[src/rtl/seqcmd_pkg.sv]
package seqcmd_pkg;
  localparam int KEY_W   = 14;
  localparam int KEY_LEN = 6;
  localparam int STEP_W  = $clog2(KEY_LEN);

  localparam logic [KEY_W-1:0] STORE_KEY  = 14'h0FC0;
  localparam logic [KEY_W-1:0] RECALL_KEY = 14'h0C63;

  function automatic logic [KEY_W-1:0] prefix_key(input int idx);
    case (idx)
      0:       prefix_key = 14'h0E38;
      1:       prefix_key = 14'h31C7;
      2:       prefix_key = 14'h03E0;
      3:       prefix_key = 14'h3C1F;
      default: prefix_key = 14'h303F;
    endcase
  endfunction
endpackage

[src/rtl/seqcmd_sync.sv]
module seqcmd_sync #(
  parameter int W      = 16,
  parameter int STAGES = 2,
  parameter logic [W-1:0] RST_VAL = '0
) (
  input  logic         clk_i,
  input  logic         rst_ni,
  input  logic [W-1:0] d_i,
  output logic [W-1:0] q_o
);
  logic [W-1:0] chain_q [STAGES];

  generate
    for (genvar s = 0; s < STAGES; s++) begin : g_stage
      if (s == 0) begin : g_first
        always_ff @(posedge clk_i or negedge rst_ni)
          if (!rst_ni) chain_q[s] <= RST_VAL;
          else         chain_q[s] <= d_i;
      end else begin : g_next
        always_ff @(posedge clk_i or negedge rst_ni)
          if (!rst_ni) chain_q[s] <= RST_VAL;
          else         chain_q[s] <= chain_q[s-1];
      end
    end
  endgenerate

  assign q_o = chain_q[STAGES-1];
endmodule

[src/rtl/seqcmd_access.sv]
// Turns each synchronized chip-enable low pulse into one access event at pulse end.
module seqcmd_access
  import seqcmd_pkg::*;
(
  input  logic             clk_i,
  input  logic             rst_ni,
  input  logic             ce_n_i,
  input  logic             we_n_i,
  input  logic [KEY_W-1:0] addr_i,
  input  logic             busy_i,
  output logic             evt_o,
  output logic             evt_wr_o,
  output logic [KEY_W-1:0] evt_addr_o
);
  logic             ce_prev_q;
  logic             live_q;
  logic             wr_q;
  logic [KEY_W-1:0] addr_q;
  logic             fall, rise;

  assign fall = ce_prev_q & ~ce_n_i;
  assign rise = ~ce_prev_q & ce_n_i;

  always_ff @(posedge clk_i or negedge rst_ni) begin
    if (!rst_ni) begin
      ce_prev_q  <= 1'b1;
      live_q     <= 1'b0;
      wr_q       <= 1'b0;
      addr_q     <= '0;
      evt_o      <= 1'b0;
      evt_wr_o   <= 1'b0;
      evt_addr_o <= '0;
    end else begin
      ce_prev_q <= ce_n_i;
      evt_o     <= 1'b0;
      if (busy_i) begin
        live_q <= 1'b0;
      end else if (fall) begin
        live_q <= 1'b1;
        addr_q <= addr_i;
        wr_q   <= ~we_n_i;
      end else if (rise) begin
        live_q     <= 1'b0;
        evt_o      <= live_q;
        evt_wr_o   <= wr_q | ~we_n_i;
        evt_addr_o <= addr_q;
      end else if (!ce_n_i) begin
        wr_q <= wr_q | ~we_n_i;
      end
    end
  end

  AST_NO_EVT_AFTER_BUSY: assert property (@(posedge clk_i) disable iff (!rst_ni)
    busy_i |=> !evt_o);
endmodule

[src/rtl/seqcmd_match.sv]
module seqcmd_match
  import seqcmd_pkg::*;
(
  input  logic             clk_i,
  input  logic             rst_ni,
  input  logic             evt_i,
  input  logic             evt_wr_i,
  input  logic [KEY_W-1:0] evt_addr_i,
  input  logic             busy_i,
  output logic             store_o,
  output logic             recall_o
);
  localparam int LAST = KEY_LEN - 1;
  localparam logic [STEP_W-1:0] LAST_STEP = STEP_W'(LAST);

  logic [STEP_W-1:0] step_q, step_d;
  logic [LAST-1:0]   hit;
  logic              store_d, recall_d;

  generate
    for (genvar i = 0; i < LAST; i++) begin : g_cmp
      assign hit[i] = (evt_addr_i == prefix_key(i));
    end
  endgenerate

  always_comb begin
    step_d   = step_q;
    store_d  = 1'b0;
    recall_d = 1'b0;
    if (busy_i) begin
      step_d = '0;
    end else if (evt_i) begin
      if (evt_wr_i) begin
        step_d = '0;
      end else if (step_q == LAST_STEP) begin
        if (evt_addr_i == STORE_KEY) begin
          store_d = 1'b1;
          step_d  = '0;
        end else if (evt_addr_i == RECALL_KEY) begin
          recall_d = 1'b1;
          step_d   = '0;
        end else begin
          step_d = hit[0] ? STEP_W'(1) : '0;
        end
      end else if (hit[step_q]) begin
        step_d = step_q + STEP_W'(1);
      end else begin
        step_d = hit[0] ? STEP_W'(1) : '0;  // restart on first key
      end
    end
  end

  always_ff @(posedge clk_i or negedge rst_ni) begin
    if (!rst_ni) begin
      step_q   <= '0;
      store_o  <= 1'b0;
      recall_o <= 1'b0;
    end else begin
      step_q   <= step_d;
      store_o  <= store_d;
      recall_o <= recall_d;
    end
  end

  AST_STEP_RANGE:   assert property (@(posedge clk_i) disable iff (!rst_ni)
    step_q <= LAST_STEP);
  AST_STORE_FULL:   assert property (@(posedge clk_i) disable iff (!rst_ni)
    store_o |-> $past(step_q) == LAST_STEP);
  AST_RECALL_FULL:  assert property (@(posedge clk_i) disable iff (!rst_ni)
    recall_o |-> $past(step_q) == LAST_STEP);
  AST_BUSY_QUIET:   assert property (@(posedge clk_i) disable iff (!rst_ni)
    busy_i |=> (!store_o && !recall_o && step_q == '0));
endmodule

[src/rtl/seqcmd_detect.sv]
module seqcmd_detect
  import seqcmd_pkg::*;
#(
  parameter int ADDR_W      = 15,
  parameter int SYNC_STAGES = 2
) (
  input  logic              clk_i,
  input  logic              rst_ni,
  input  logic              ce_ni,
  input  logic              we_ni,
  input  logic              oe_ni,
  input  logic [ADDR_W-1:0] addr_i,
  input  logic              busy_i,
  output logic              store_o,
  output logic              recall_o
);
  localparam int SW = KEY_W + 2;

  logic [SW-1:0]    bus_s;
  logic             evt, evt_wr;
  logic [KEY_W-1:0] evt_addr;

  seqcmd_sync #(
    .W(SW), .STAGES(SYNC_STAGES), .RST_VAL({2'b11, {KEY_W{1'b0}}})
  ) u_sync (
    .clk_i (clk_i),
    .rst_ni(rst_ni),
    .d_i   ({ce_ni, we_ni, addr_i[KEY_W-1:0]}),
    .q_o   (bus_s)
  );

  seqcmd_access u_access (
    .clk_i     (clk_i),
    .rst_ni    (rst_ni),
    .ce_n_i    (bus_s[SW-1]),
    .we_n_i    (bus_s[SW-2]),
    .addr_i    (bus_s[KEY_W-1:0]),
    .busy_i    (busy_i),
    .evt_o     (evt),
    .evt_wr_o  (evt_wr),
    .evt_addr_o(evt_addr)
  );

  seqcmd_match u_match (
    .clk_i     (clk_i),
    .rst_ni    (rst_ni),
    .evt_i     (evt),
    .evt_wr_i  (evt_wr),
    .evt_addr_i(evt_addr),
    .busy_i    (busy_i),
    .store_o   (store_o),
    .recall_o  (recall_o)
  );

  AST_ONE_CMD:     assert property (@(posedge clk_i) disable iff (!rst_ni)
    !(store_o && recall_o));
  AST_STORE_PULSE: assert property (@(posedge clk_i) disable iff (!rst_ni)
    store_o |=> !store_o);
  AST_RECALL_PULSE: assert property (@(posedge clk_i) disable iff (!rst_ni)
    recall_o |=> !recall_o);
  AST_BUS_KNOWN:   assert property (@(posedge clk_i) disable iff (!rst_ni)
    !$isunknown({oe_ni, addr_i[ADDR_W-1:KEY_W]}));
endmodule

[config.mk]
export PLATFORM = sky130hd
export DESIGN_NAME = seqcmd_detect
export DESIGN_NICKNAME = d
export VERILOG_FILES = /design/src/rtl/seqcmd_pkg.sv /design/src/rtl/seqcmd_sync.sv /design/src/rtl/seqcmd_access.sv /design/src/rtl/seqcmd_match.sv /design/src/rtl/seqcmd_detect.sv
export SDC_FILE = /design/constraint.sdc
export NUM_CORES = 1
export LEC_CHECK = 0
export ABC_AREA = 1
export BUFFER_PORTS_ARGS = -buffer_cell sky130_fd_sc_hd__buf_2
export CAP_MARGIN = 20
export CORE_ASPECT_RATIO = 2
export CORE_MARGIN = 2
export CORE_UTILIZATION = 52
export CTS_BUF_LIST = sky130_fd_sc_hd__clkbuf_4 sky130_fd_sc_hd__clkbuf_8 sky130_fd_sc_hd__clkbuf_16
export DETAILED_ROUTE_END_ITERATION = 6
export PLACE_DENSITY = 0.78
export SETUP_SLACK_MARGIN = 0.1
export SYNTH_ARGS = -nofsm -noshare
export SYNTH_HDL_FRONTEND = slang
export SYNTH_SLANG_ARGS = --single-unit
[constraint.sdc]
create_clock -name clk_i -period 1.3 [get_ports clk_i]
set_input_delay 0.065 -clock clk_i [delete_from_list [all_inputs] [get_ports clk_i]]
set_output_delay 0.065 -clock clk_i [all_outputs]
set_load 0.02 [all_outputs]
# --- Word level (Yosys, flattened, before mapping) ---
# Index checks and enable logic that the tools add are counted.
word_totals:
  ff_bits: 70
  input_bits: 21
  out_inout_bits: 2
  word_cells: 67
classes:
  n_addsub: 1
  order_cmp: 1
  n_eq_ne: 10
  n_mux: 30
  n_bitwise: 8
  reduce_logical: 5
ops:
  columns: ["cell", "count"]
  rows:
  - ["equality test 14 x 12 -> 1 bit, second input constant", 3]
  - ["equality test 14 bit, second input constant", 3]
  - ["2-to-1 mux 1 bit", 22]
  - ["2-to-1 mux 3 bit", 7]
  - ["equality test 14 x 10 -> 1 bit, second input constant", 1]
  - ["AND reduction 3 bit", 2]
  - ["inverter 1 bit", 5]
  - ["less-than comparator 3 x 4 -> 1 bit, second input constant", 1]
  - ["!= test 2 x 1 -> 1 bit, second input constant", 2]
  - ["adder 3 x 1 -> 3 bit, second input constant", 1]
  - ["binary-select mux 1 bit (select 3 bit)", 1]
  - ["equality test 3 bit, second input constant", 1]
  - ["nonzero test 3 bit", 1]
  - ["bitwise AND 1 bit", 2]
  - ["AND reduction 2 bit", 1]
  - ["nonzero test 2 bit", 1]
  - ["bitwise OR 1 bit", 1]

# --- Longest topological paths before layout ---
# Gate-level depths: netlist of run 1.
depth:
  ltp_word: 8
  ltp_mapped: 12
  mapped_depth_nobuf: 12

# --- Cells and area by module ---
# From an unflattened synthesis of run 1, not the netlist that was laid out.
hier_totals:
  hier_cells: 294
  hier_area_um2: 2965.3
modules_own_cells:
  columns: ["mod", "instances", "cells_each", "area_each_um2", "seq_area_each_um2"]
  rows:
  - ["seqcmd_access", 1, 146, 1431.4, 827.0]
  - ["seqcmd_sync", 1, 48, 925.9, 805.8]
  - ["seqcmd_match", 1, 100, 608.1, 125.1]

# --- Worst setup path after synthesis of run 1 ---
# OpenSTA, ideal clock, no wires.
synth_path:
  path_kind: "register to register"
  from: "register u_access.evt_addr_o[1]"
  to: "register u_match.step_q[0]"
  setup_time_ps: 116
  arrival_time_ps: 1185
  t_required_ps: 1184
  path_slack_ps: -1
  path_stages_with_launch: 11
  path_buffers: 0
  period_less_slack_ps: 1301
  cell_sequence: "dfrtp_1 -> nor2_1 -> nand2_1 -> nor2_1 -> nand2_2 -> a21oi_2 -> nand3_2 -> nand3_1 -> nand3_1 -> nand2_1 -> nand2_1"
synth_via:
  elab_chain_len: 8
  word_cells_on_any_way: 17
  classes_between: "7 x eq/ne; 10 x mux"
synth_lines:
  columns: ["element", "line_no", "source"]
  rows:
  - ["start: declaration", "seqcmd_access.sv:13", "output logic [KEY_W-1:0] evt_addr_o"]
  - ["start signal: assignment", "seqcmd_access.sv:46", "evt_addr_o <= addr_q;"]
  - ["equality test 14 x 12 -> 1 bit (tied with other cells)", "seqcmd_match.sv:22", "assign hit[i] = (evt_addr_i == prefix_key(i));"]
  - ["binary-select mux 1 bit (select 3 bit) or 2-to-1 mux 1 bit (tied branches)", "seqcmd_match.sv:45, seqcmd_match.sv:43, seqcmd_match.sv:48", null]
  - ["2-to-1 mux 1 bit (implied by the code) or 2-to-1 mux 3 bit (tied branches)", "seqcmd_match.sv:45, seqcmd_match.sv:39", null]
  - ["2-to-1 mux 3 bit, on equally long branches", "seqcmd_match.sv:45, seqcmd_match.sv:36", null]
  - ["2-to-1 mux 3 bit (*)", "seqcmd_match.sv:35", "end else if (step_q == LAST_STEP) begin"]
  - ["2-to-1 mux 3 bit (*)", "seqcmd_match.sv:33", "if (evt_wr_i) begin"]
  - ["2-to-1 mux 3 bit (*)", "seqcmd_match.sv:32", "end else if (evt_i) begin"]
  - ["2-to-1 mux 3 bit (*)", "seqcmd_match.sv:30", "if (busy_i) begin"]
  - ["end signal: assignment", "seqcmd_match.sv:59", "step_q <= step_d;"]
  - ["end: declaration", "seqcmd_match.sv:16", "logic [STEP_W-1:0] step_q, step_d;"]
# Mark *: on every way between the ends. The rest lies on a longest branch, timed or not. The select of a mux whose other input is x is not followed.
# A chain may end at the register's enable or synchronous reset.

# --- Final worst setup path of run 1 ---
layout_path:
  from: "register u_access.evt_addr_o[12]"
  to: "register u_match.step_q[0]"
# The elaborated chain is that of the path after synthesis.

==> results.py, run 1 <==
metrics = {
    "outcome": {
        "status": "finished with violations",
        "violations": "setup timing",
    },
    "cells_and_area": {
        "final_layout_size_suffix_gt1_frac": 0.474,
        "syn_to_final_growth_pct": 51.3,
        "n_antenna_cell": 0,
        "multi_input_area_um2": 986,
        "seqCellArea_mm2": 0.00176,
        "fin_cells": 407,
        "nets": 368,
        "fillers": 223,
    },
    "setup_path": {
        "arrival_ns": 1.82,
        "crit_type": "reg -> reg",
        "setup.worst_path.end_class": "register",
        "cp_max_fo": 3,
        "worstPathRequired_ns": 1.58,
        "cp-start-kind": "register",
    },
    "timing": {
        "setup_ws_ns": -0.231,
        "tightest_slew_ns": 0.404,
        "setup_violations": 7,
        "min_period_over_period": 1.18,
        "holdWs_ns": 0.104,
        "timing.fmax_ghz": 0.653,
        "slew_headroom": 0.731,
        "timing_hold_violations_final": 0,
        "drv_slew": 0,
        "rsz0062_at_grt": "yes",
        "fin_crit_ns": 1.53,
        "finClkSkew_ns": 0.0175,
    },
    "drt": {
        "drt_iter0_drc": 67,
        "ant_nets": 0,
        "firstDrtPassIters": 4,
        "viasPerCell": 5.46,
        "wl_um": 7290,
        "post_drt_wl_per_cell_um": 17.9,
        "drc": 0,
        "vias": 2221,
    },
    "clock_tree": {
        "htree_levels": 3,
        "cts_made_buffers": 9,
        "cts_tree": "done",
        "root_buffer": "clkbuf_8",
        "clock_sinks": 70,
        "clockBufferDepth": 2,
        "clk_latency_ns": 0.34,
        "clk_pin_slew_worst_paths_ns": 0.08,
    },
    "run": {
        "max-cap-violations": 0,
    },
    "logic_synthesis": {
        "post_synth_main_area_contributors": "dfrtp_1 63%, nand2_1 13%, dfstp_2 5.1%",
        "synth_area_leader_cell": "dfrtp_1",
        "synth_area_mm2": 0.00257,
        "synth_most_common_cell": "nand2_1",
        "synth.ff_latch_count": 70,
        "yosysSeqAreaShare": 0.684,
        "synthTopCellsByCount": "87 x nand2_1, 65 x dfrtp_1, 23 x inv_1, 21 x nor2_1, 17 x o21ai_0",
        "synth.avg_cell_area_um2": 10.0,
        "synth_edf_count": 0,
        "ys_async_sr_fraction": 1.00,
        "synthDominantCellAreaShare": 0.633,
        "yosysWarnings": 0,
        "syn-num-nets": 280,
        "synthCells": 257,
        "ys.flop_type": "dfrtp_1",
        "synth_cell_type_count": 23,
    },
    "power_and_ir_drop": {
        "ir_drop_mv": 1.56,
        "power_switching_mw": 1.52,
        "p_leak_nw": 1.95,
        "comb_power_share": 0.190,
        "clkPwrFrac": 0.318,
        "power_mw": 5.35,
        "internal-power_mw": 3.83,
        "pwr_density_cell_mw_per_mm2": 1380,
        "pwr-share-seq": 0.492,
        "p_sw_frac": 0.285,
    },
    "placed_design": {
        "port_buffers": 20,
        "dp_cells": 351,
        "dp_hpwl_um": 3150,
        "gp_congestion": 0.889,
    },
    "die": {
        "coreArea_mm2": 0.00482,
        "start_util": 0.533,
        "rows": 36,
        "dieHeight_um": 103,
        "design.die.area_mm2": 0.00556,
        "io-pin-count": 23,
        "die_width_um": 53.7,
    },
    "min_path": {
        "hold_class": "in -> reg",
    },
    "global_route": {
        "grt_overflow": 0,
        "grt_pass1_wl_um": 9170,
        "grt_pass1_vias": 2108,
        "grt_max_degree": 37,
        "antenna_found_initial": 0,
        "grtUsageTotal": 0.240,
    },
}
==> cells in the final DEF, fill, tap and decap left out, types with 7 or more instances in the layout <==
cell and count:
o21ai_2 10, nor2_1 12, nand3_1 7, dfrtp_1 60, buf_2 20, inv_1 18
clkbuf_8 9, nand2_4 13, dlygate4sd3_1 18, buf_4 29, nand2_1 53, nand2_2 25
==> kinds of logic (layout without fill, tap and decap cells) <==
group                      Yosys count  after routing  synth area share
buffers and inverters               30            123            0.0448
DFF                                 70             70             0.684
adders and majority gates            2              2           0.00973
and+or+nand+nor                    133            133             0.215
AOI/OAI and AO/OA                   22             22            0.0467
==> power groups by stage <==
stage | logic [mW] | clock network [mW] | registers, mW
after global routing | 1.10 | 1.81 | 2.65
after global placement | 0.539 | 0 | 2.57
after CTS | 0.727 | 1.68 | 2.57
after floorplan | 0.279 | 0 | 2.56
after detailed placement | 0.559 | 0 | 2.59
final | 1.02 | 1.70 | 2.63
==> metrics by stage <==
stage	utilization	setup TNS [ns]	worst slack, ns	area, um^2
3_3_place_gp	0.606	-0.191	-0.106	2920
6_report	0.807	-0.629	-0.231	3890
5_1_grt	0.807	-1.39	-0.355	3890
2_1_floorplan	-	0	0.0142	2570
4_1_cts	0.737	-0.238	-0.106	3550
3_5_place_dp	0.606	-0.277	-0.124	2920
==> path summary, 6_finish.rpt <==
path	startpoint	end	slack (ns)	depth (start not counted)
hold / removal	busy_i	u_match.step_q[2]	0.10	4
setup reg to reg	u_access.evt_addr_o[12]	u_match.step_q[0]	-0.23	11
max in group asynchronous	rst_ni	u_access.evt_addr_o[6]	0.50	3
setup / recovery	u_access.evt_addr_o[12]	u_match.step_q[0]	-0.23	11
hold reg to reg	u_sync.chain_q[18]	u_sync.q_o[2]	0.35	0
min in group asynchronous	rst_ni	u_sync.chain_q[27]	0.19	2
==> cell type report <==
cell class                      instances  share of cell area
Clock buffer                           11              0.0357
Clock inverter                          5              0.0129
Inverter                               26              0.0289
Multi-Input combinational cell        157               0.253
Sequential cell                        70               0.454
Tap cell                               57              0.0183
Timing Repair Buffer                   80               0.193
Timing Repair inverter                  1             0.00418
==> worst max-delay path, cell delays in order (launching register included) <==
cell and delay [ns]:
dfrtp_1 0.41, nor2_2 0.20, nand2_1 0.09, nor2_2 0.12, nand2_2 0.07, buf_4 0.13
buf_4 0.12, inv_1 0.04, nand3_1 0.10, nand3_2 0.09, nand2_1 0.04, nand2_1 0.05
==> flip-flops by register name (all words and copies together), names as in the netlist <==
signal and count:
u_sync.chain_q 16, u_access.evt_wr_o 1, u_access.ce_prev_q 1, u_match.step_q 3, u_access.evt_o 1, u_access.evt_addr_o 14, u_access.addr_q 14, u_sync.q_o 16
u_access.live_q 1, u_match.store_o 1, u_match.recall_o 1, u_access.wr_q 1
==> metal layers <==
metal	global-route usage	wire, um
met1	0.247	2390
met3	0.0603	282
met5	0	0
met4	0.172	553
met2	0.403	4060
==> repair_timing <==
action                     4_1_cts  5_1_grt
hold buffers                    18        0
buffers inserted                 6        9
pin swaps                        8       23
setup endpoints to repair       20       34
gates resized for setup         56       62
hold endpoints to repair        63        0
cloned                           4        3
Power figures use the tool's default switching activity.
==> inputs of run 2 (changes only) <==
--- a/config.mk
+++ b/config.mk
@@ -5,7 +5,6 @@
 export SDC_FILE = /design/constraint.sdc
 export NUM_CORES = 1
 export LEC_CHECK = 0
-export ABC_AREA = 1
 export BUFFER_PORTS_ARGS = -buffer_cell sky130_fd_sc_hd__buf_2
 export CAP_MARGIN = 20
 export CORE_ASPECT_RATIO = 2
==> run 2 against run 1 <==
Effect of this change:
- global-route usage is 0.71 points higher
- count of clock-buffer cells in the layout is 1 higher
- the run still ends with setup timing left
- sequential cell count stayed put
- sequential power is 6% higher
- non-clock buffer count is 7 higher
- largest cell class unchanged
- first-iteration DRC count is 36% lower
- critical endpoint unchanged
- worst setup slack worse by 0.19 ns
- worst hold slack better by 0.040 ns
- combinational power is 13% higher
- register-to-register slack worse by 0.19 ns
- total power is 6.3% higher
==> results.py, run 2 <==
metrics = {
    "clock_tree": {
        "clk_pin_slew_worst_paths_ns": 0.08,
        "htree_levels": 3,
        "clockBufferDepth": 2,
        "clock_sinks": 70,
        "clk_latency_ns": 0.34,
        "cts_tree": "done",
        "cts_made_buffers": 9,
        "root_buffer": "clkbuf_8",
    },
    "global_route": {
        "grt_overflow": 0,
        "antenna_found_initial": 0,
        "grt_max_degree": 33,
        "grt_pass1_wl_um": 9530,
        "grt_pass1_vias": 2071,
        "grtUsageTotal": 0.247,
    },
    "timing": {
        "rsz0062_at_grt": "yes",
        "slew_headroom": 0.733,
        "timing_hold_violations_final": 0,
        "finClkSkew_ns": 0.0118,
        "drv_slew": 0,
        "setup_violations": 36,
        "timing.fmax_ghz": 0.582,
        "min_period_over_period": 1.32,
        "tightest_slew_ns": 0.400,
        "tns_ns": -5.60,
        "setup_ws_ns": -0.418,
        "fin_crit_ns": 1.72,
    },
    "setup_path": {
        "crit_type": "reg -> reg",
        "crit_chain": "and4bb_2, a41oi_2, o31ai_2, a31oi_1, mux2_1",
        "critPathMaxStageDelay_ns": 0.47,
        "rrSetupSlack_ns": -0.42,
        "worstPathRequired_ns": 1.51,
        "cp_max_fo": 5,
        "arrival_ns": 1.93,
        "setup.worst_path.end_class": "register",
        "cp_slowest_cell": "dfrtp_2",
        "cp-start-kind": "register",
    },
    "logic_synthesis": {
        "synthCells": 170,
        "synth_most_common_cell": "dfrtp_1",
        "yosysWarnings": 0,
        "synth_area_mm2": 0.00258,
        "synth_cell_type_count": 41,
        "synth.avg_cell_area_um2": 15.2,
        "synth.ff_latch_count": 70,
        "post_synth_main_area_contributors": "dfrtp_1 63%, mux2_2 11%, dfstp_2 5.1%",
        "ys.flop_type": "dfrtp_1",
        "ys_async_sr_fraction": 1.00,
        "synthDominantCellAreaShare": 0.630,
        "synthTopCellsByCount": "65 x dfrtp_1, 26 x mux2_2, 9 x nor2_1",
        "syn-num-nets": 193,
        "synth_edf_count": 0,
        "yosysSeqAreaShare": 0.680,
        "synth_area_leader_cell": "dfrtp_1",
    },
    "die": {
        "coreArea_mm2": 0.00482,
        "io-pin-count": 23,
        "dieHeight_um": 104,
        "die_width_um": 53.8,
        "design.die.area_mm2": 0.00558,
        "rows": 36,
        "start_util": 0.536,
    },
    "placed_design": {
        "gp_congestion": 0.932,
        "dp_cells": 283,
        "port_buffers": 20,
        "dp_hpwl_um": 3800,
        "dpl_cell_area_mm2": 0.00319,
    },
    "outcome": {
        "status": "finished with violations",
        "violations": "setup timing",
    },
    "drt": {
        "wl_um": 6130,
        "viasPerCell": 5.50,
        "ant_nets": 0,
        "vias": 1798,
        "drc": 0,
        "firstDrtPassIters": 4,
        "drt_iter0_drc": 43,
        "post_drt_wl_per_cell_um": 18.7,
    },
    "cells_and_area": {
        "fin_cells": 327,
        "n_antenna_cell": 0,
        "layout_common_cells": "59 x dfrtp_1, 39 x buf_4, 28 x mux2_4",
        "final_layout_size_suffix_gt1_frac": 0.578,
        "syn_to_final_growth_pct": 49.2,
        "nets": 288,
        "final_common_cell": "dfrtp_1",
        "final_core_util": 0.800,
        "fillers": 265,
        "design_area_mm2": 0.00386,
    },
    "power_and_ir_drop": {
        "pwr_density_cell_mw_per_mm2": 1470,
        "p_leak_nw": 1.75,
        "ir_drop_mv": 1.48,
        "power_mw": 5.68,
    },
    "run": {
        "max-cap-violations": 0,
    },
    "min_path": {
        "hold_class": "in -> reg",
    },
}
-- run 2: worst max-delay path: cells and delay by family, from the launching register on --
family,cells,cell delay [ns]
AOI/OAI and AO/OA,3,0.49
DFF,1,0.47
muxes,1,0.35
and+or+nand+nor,1,0.28
-- run 2: per-stage QoR --
stage / setup WS [ns] / hold WS [ns]
4_1_cts: -0.371 / 0.0888
6_report: -0.418 / 0.144
3_3_place_gp: -0.323 / 0.000765
5_1_grt: -0.469 / 0.122
3_5_place_dp: -0.440 / 0.00789
2_1_floorplan: -0.274 / -0.231
-- run 2: layout make-up --
type                    count  area (um^2)  share of cell area
clock buffers              12          159              0.0412
clock inverters             4         45.0              0.0117
inverters                   4         15.0             0.00389
multi-input cells          93         1050               0.274
flip-flops and latches     70         1770               0.458
well taps                  57         71.3              0.0185
repair buffers             87          746               0.193
-- run 2: routing by layer --
metal | vias to the layer above | share of wire | GRT usage
li1 | 806 | - | -
met4 | 0 | 0.046 | 0.165
met2 | 44 | 0.55 | 0.404
met1 | 922 | 0.39 | 0.269
met5 | - | 0 | 0
met3 | 26 | 0.021 | 0.0519
-- run 2: logic make-up (layout without fill, tap and decap cells) --
logic type / after synthesis / after routing / synth area share
buf+inv: 7 / 107 / 0.0126
compound gates: 15 / 15 / 0.0460
fa+ha+maj: 2 / 2 / 0.00968
simple gates: 47 / 47 / 0.125
mux: 29 / 29 / 0.126
flops: 70 / 70 / 0.680
-- run 2: repair_timing --
| action | 4_1_cts | 5_1_grt |
|---|---|---|
| resized for setup | 28 | 15 |
| setup buffers | 7 | 3 |
| endpoints found under the hold margin | 56 | 0 |
| hold buffers | 17 | 0 |
| pin swaps | 7 | 4 |
| cloned | 2 | 0 |
| setup endpoints to repair | 36 | 36 |
-- run 2: report_power, final --
part | internal, mW | leakage [nW] | switching, mW
clock | 1.00 | 0.110 | 0.746
combinational | 0.774 | 0.817 | 0.373
sequential | 2.48 | 0.824 | 0.308
total | 4.26 | 1.75 | 1.43
-- run 2: final timing paths --
check | from | endpoint | cells after the start
min in group asynchronous | rst_ni | u_access.evt_addr_o[11] | 2
max reg2reg | u_access.evt_addr_o[7] | u_match.step_q[0] | 5
max in group asynchronous | rst_ni | u_sync.chain_q[31] | 3
min | busy_i | u_match.step_q[1] | 3
max | u_access.evt_addr_o[7] | u_match.step_q[0] | 5
min reg2reg | u_sync.chain_q[21] | u_sync.q_o[5] | 0
==> inputs of run 3 (changes only) <==
--- a/config.mk
+++ b/config.mk
@@ -9,10 +9,11 @@
 export CAP_MARGIN = 20
 export CORE_ASPECT_RATIO = 2
 export CORE_MARGIN = 2
-export CORE_UTILIZATION = 52
+export CORE_UTILIZATION = 45
 export CTS_BUF_LIST = sky130_fd_sc_hd__clkbuf_4 sky130_fd_sc_hd__clkbuf_8 sky130_fd_sc_hd__clkbuf_16
 export DETAILED_ROUTE_END_ITERATION = 6
-export PLACE_DENSITY = 0.78
+export PLACE_DENSITY = 0.69
+export REMOVE_ABC_BUFFERS = 1
 export SETUP_SLACK_MARGIN = 0.1
 export SYNTH_ARGS = -nofsm -noshare
 export SYNTH_HDL_FRONTEND = slang
==> run 3 against run 2 <==
Effect of this change:
- the run still ends with setup timing left
- count of clock-buffer cells in the layout stayed put
- critical path depth is 2 higher
- largest power group unchanged
- clock power is 49% higher
- clock skew is 0.0077 ns lower
- register-to-register slack better by 0.05 ns
- fmax is 2.9% higher
- total power is 15% higher
==> results.py, run 3 (same netlist as run 2, synthesis figures left out) <==
metrics = {
    "outcome": {
        "status": "finished with violations",
        "violations": "setup timing",
    },
    "global_route": {
        "grt_overflow": 0,
        "grtUsageTotal": 0.198,
        "grt_util_met2": 0.302,
        "grt_pass1_wl_um": 9440,
        "antenna_found_initial": 0,
        "grt_pass1_vias": 1900,
        "busiest_layer": "met2",
        "gr-usage-met3": 0.0618,
        "grt_max_degree": 71,
        "met1_usage": 0.251,
    },
    "clock_tree": {
        "cts_tree": "done",
        "clockBufferDepth": 2,
        "clk_pin_slew_worst_paths_ns": 0.05,
        "root_buffer": "clkbuf_16",
        "cts_made_buffers": 9,
        "clock_sinks": 70,
        "clk_latency_ns": 0.33,
        "htree_levels": 3,
    },
    "placed_design": {
        "dpl_cell_area_mm2": 0.00306,
        "port_buffers": 20,
        "dp_cells": 285,
        "gp_congestion": 0.836,
        "dp_hpwl_um": 2990,
    },
    "cells_and_area": {
        "final_layout_size_suffix_gt1_frac": 0.580,
        "final_common_cell": "dfrtp_1",
        "multi_input_area_mm2": 0.00106,
        "seqCellArea_mm2": 0.00176,
        "nets": 292,
        "n_antenna_cell": 0,
        "final_core_util": 0.721,
        "syn_to_final_growth_pct": 56.5,
        "layout_common_cells": "62 x dfrtp_1, 40 x buf_4, 28 x mux2_4",
        "fillers": 354,
        "fin_cells": 335,
        "design_area_mm2": 0.00404,
    },
    "min_path": {
        "hold_class": "in -> reg",
    },
    "drt": {
        "wl_um": 5520,
        "ant_nets": 0,
        "vias": 1748,
        "viasPerCell": 5.22,
        "post_drt_wl_per_cell_um": 16.5,
        "drt_iter0_drc": 51,
        "drc": 0,
        "firstDrtPassIters": 4,
    },
    "power_and_ir_drop": {
        "p_leak_nw": 1.81,
        "ir_drop_mv": 1.55,
        "pwr_density_cell_mw_per_mm2": 1610,
    },
    "setup_path": {
        "arrival_ns": 1.87,
        "worstPathRequired_ns": 1.50,
        "cp_max_fo": 5,
        "setup.worst_path.end_class": "register",
        "cp-start-kind": "register",
        "crit_type": "reg -> reg",
    },
    "die": {
        "rows": 39,
        "io-pin-count": 23,
        "coreArea_mm2": 0.00561,
        "die_width_um": 57.6,
        "dieHeight_um": 111,
        "design.die.area_mm2": 0.00640,
        "start_util": 0.460,
    },
    "timing": {
        "slew_headroom": 0.762,
        "setup_violations": 35,
        "fin_crit_ns": 1.67,
        "timing_hold_violations_final": 0,
        "tns_ns": -4.98,
        "rsz0062_at_grt": "yes",
        "min_period_over_period": 1.28,
        "setup_ws_ns": -0.370,
        "holdWs_ns": 0.189,
        "drv_slew": 0,
        "timing.fmax_ghz": 0.599,
        "finClkSkew_ns": 0.00407,
        "tightest_slew_ns": 0.357,
    },
    "run": {
        "max-cap-violations": 0,
    },
}
## run 3: cell count changes in the layout (fill, tap and decap cells not counted), sizes merged
cell    before  now
bufinv       1    2
buf         70   74
clkinv       3    2
## run 3: power breakdown
part           total [mW]  internal [mW]  switching, mW  leakage, nW
logic                1.18          0.760          0.422        0.817
registers            2.73           2.48          0.248        0.828
clock network        2.60           1.77          0.834        0.163
total                6.51           5.01           1.50         1.81
## run 3: area by class of cell
type	instances	area share
multi-input combinational	93	0.262
inverter	4	0.00371
timing repair buffer	91	0.200
clock buffer	12	0.0628
sequential	70	0.436
clock inverter	4	0.0173
tap	61	0.0189
## run 3: path summary, 6_finish.rpt
kind	end	cells past startpoint	start	slack (ns)
worst min-delay path	u_match.store_o	5	busy_i	0.19
worst max register to register	u_match.step_q[0]	7	u_match.step_q[0]	-0.37
worst min register to register	u_sync.q_o[1]	0	u_sync.chain_q[17]	0.34
max in group asynchronous	u_access.ce_prev_q	3	rst_ni	0.67
min in group asynchronous	u_match.store_o	3	rst_ni	0.29
worst max-delay path	u_match.step_q[0]	7	u_match.step_q[0]	-0.37
## run 3: through the flow
step / power (mW) / worst slack (ns)
after detailed placement: 3.49 / -0.396
after floorplan: 3.06 / -0.482
after global routing: 6.81 / -0.478
after CTS: 6.48 / -0.368
final: 6.51 / -0.370
after global placement: 3.46 / -0.361
## run 3: repair_timing
action | CTS | global route
buffers inserted | 13 | 2
resized for setup | 56 | 18
endpoints found under the setup margin | 34 | 36
hold endpoints to repair | 81 | 0
gates cloned | 3 | 0
pin swaps | 9 | 5
hold buffers | 17 | 0
## run 3: per-layer routing
layer  wire length (um)  vias to the layer above
met5                  0                        -
met4                196                        0
met3                193                       15
met2               2870                       44
met1               2260                      871
li1                   -                      818
## run 3: worst max-delay path, stage by stage, from the launching register on
cell,delay (ns)
dfrtp_1,0.40
buf_6,0.15
nor3_4,0.14
buf_4,0.15
nand4_1,0.08
nor4_1,0.22
a31oi_1,0.08
mux2_1,0.33
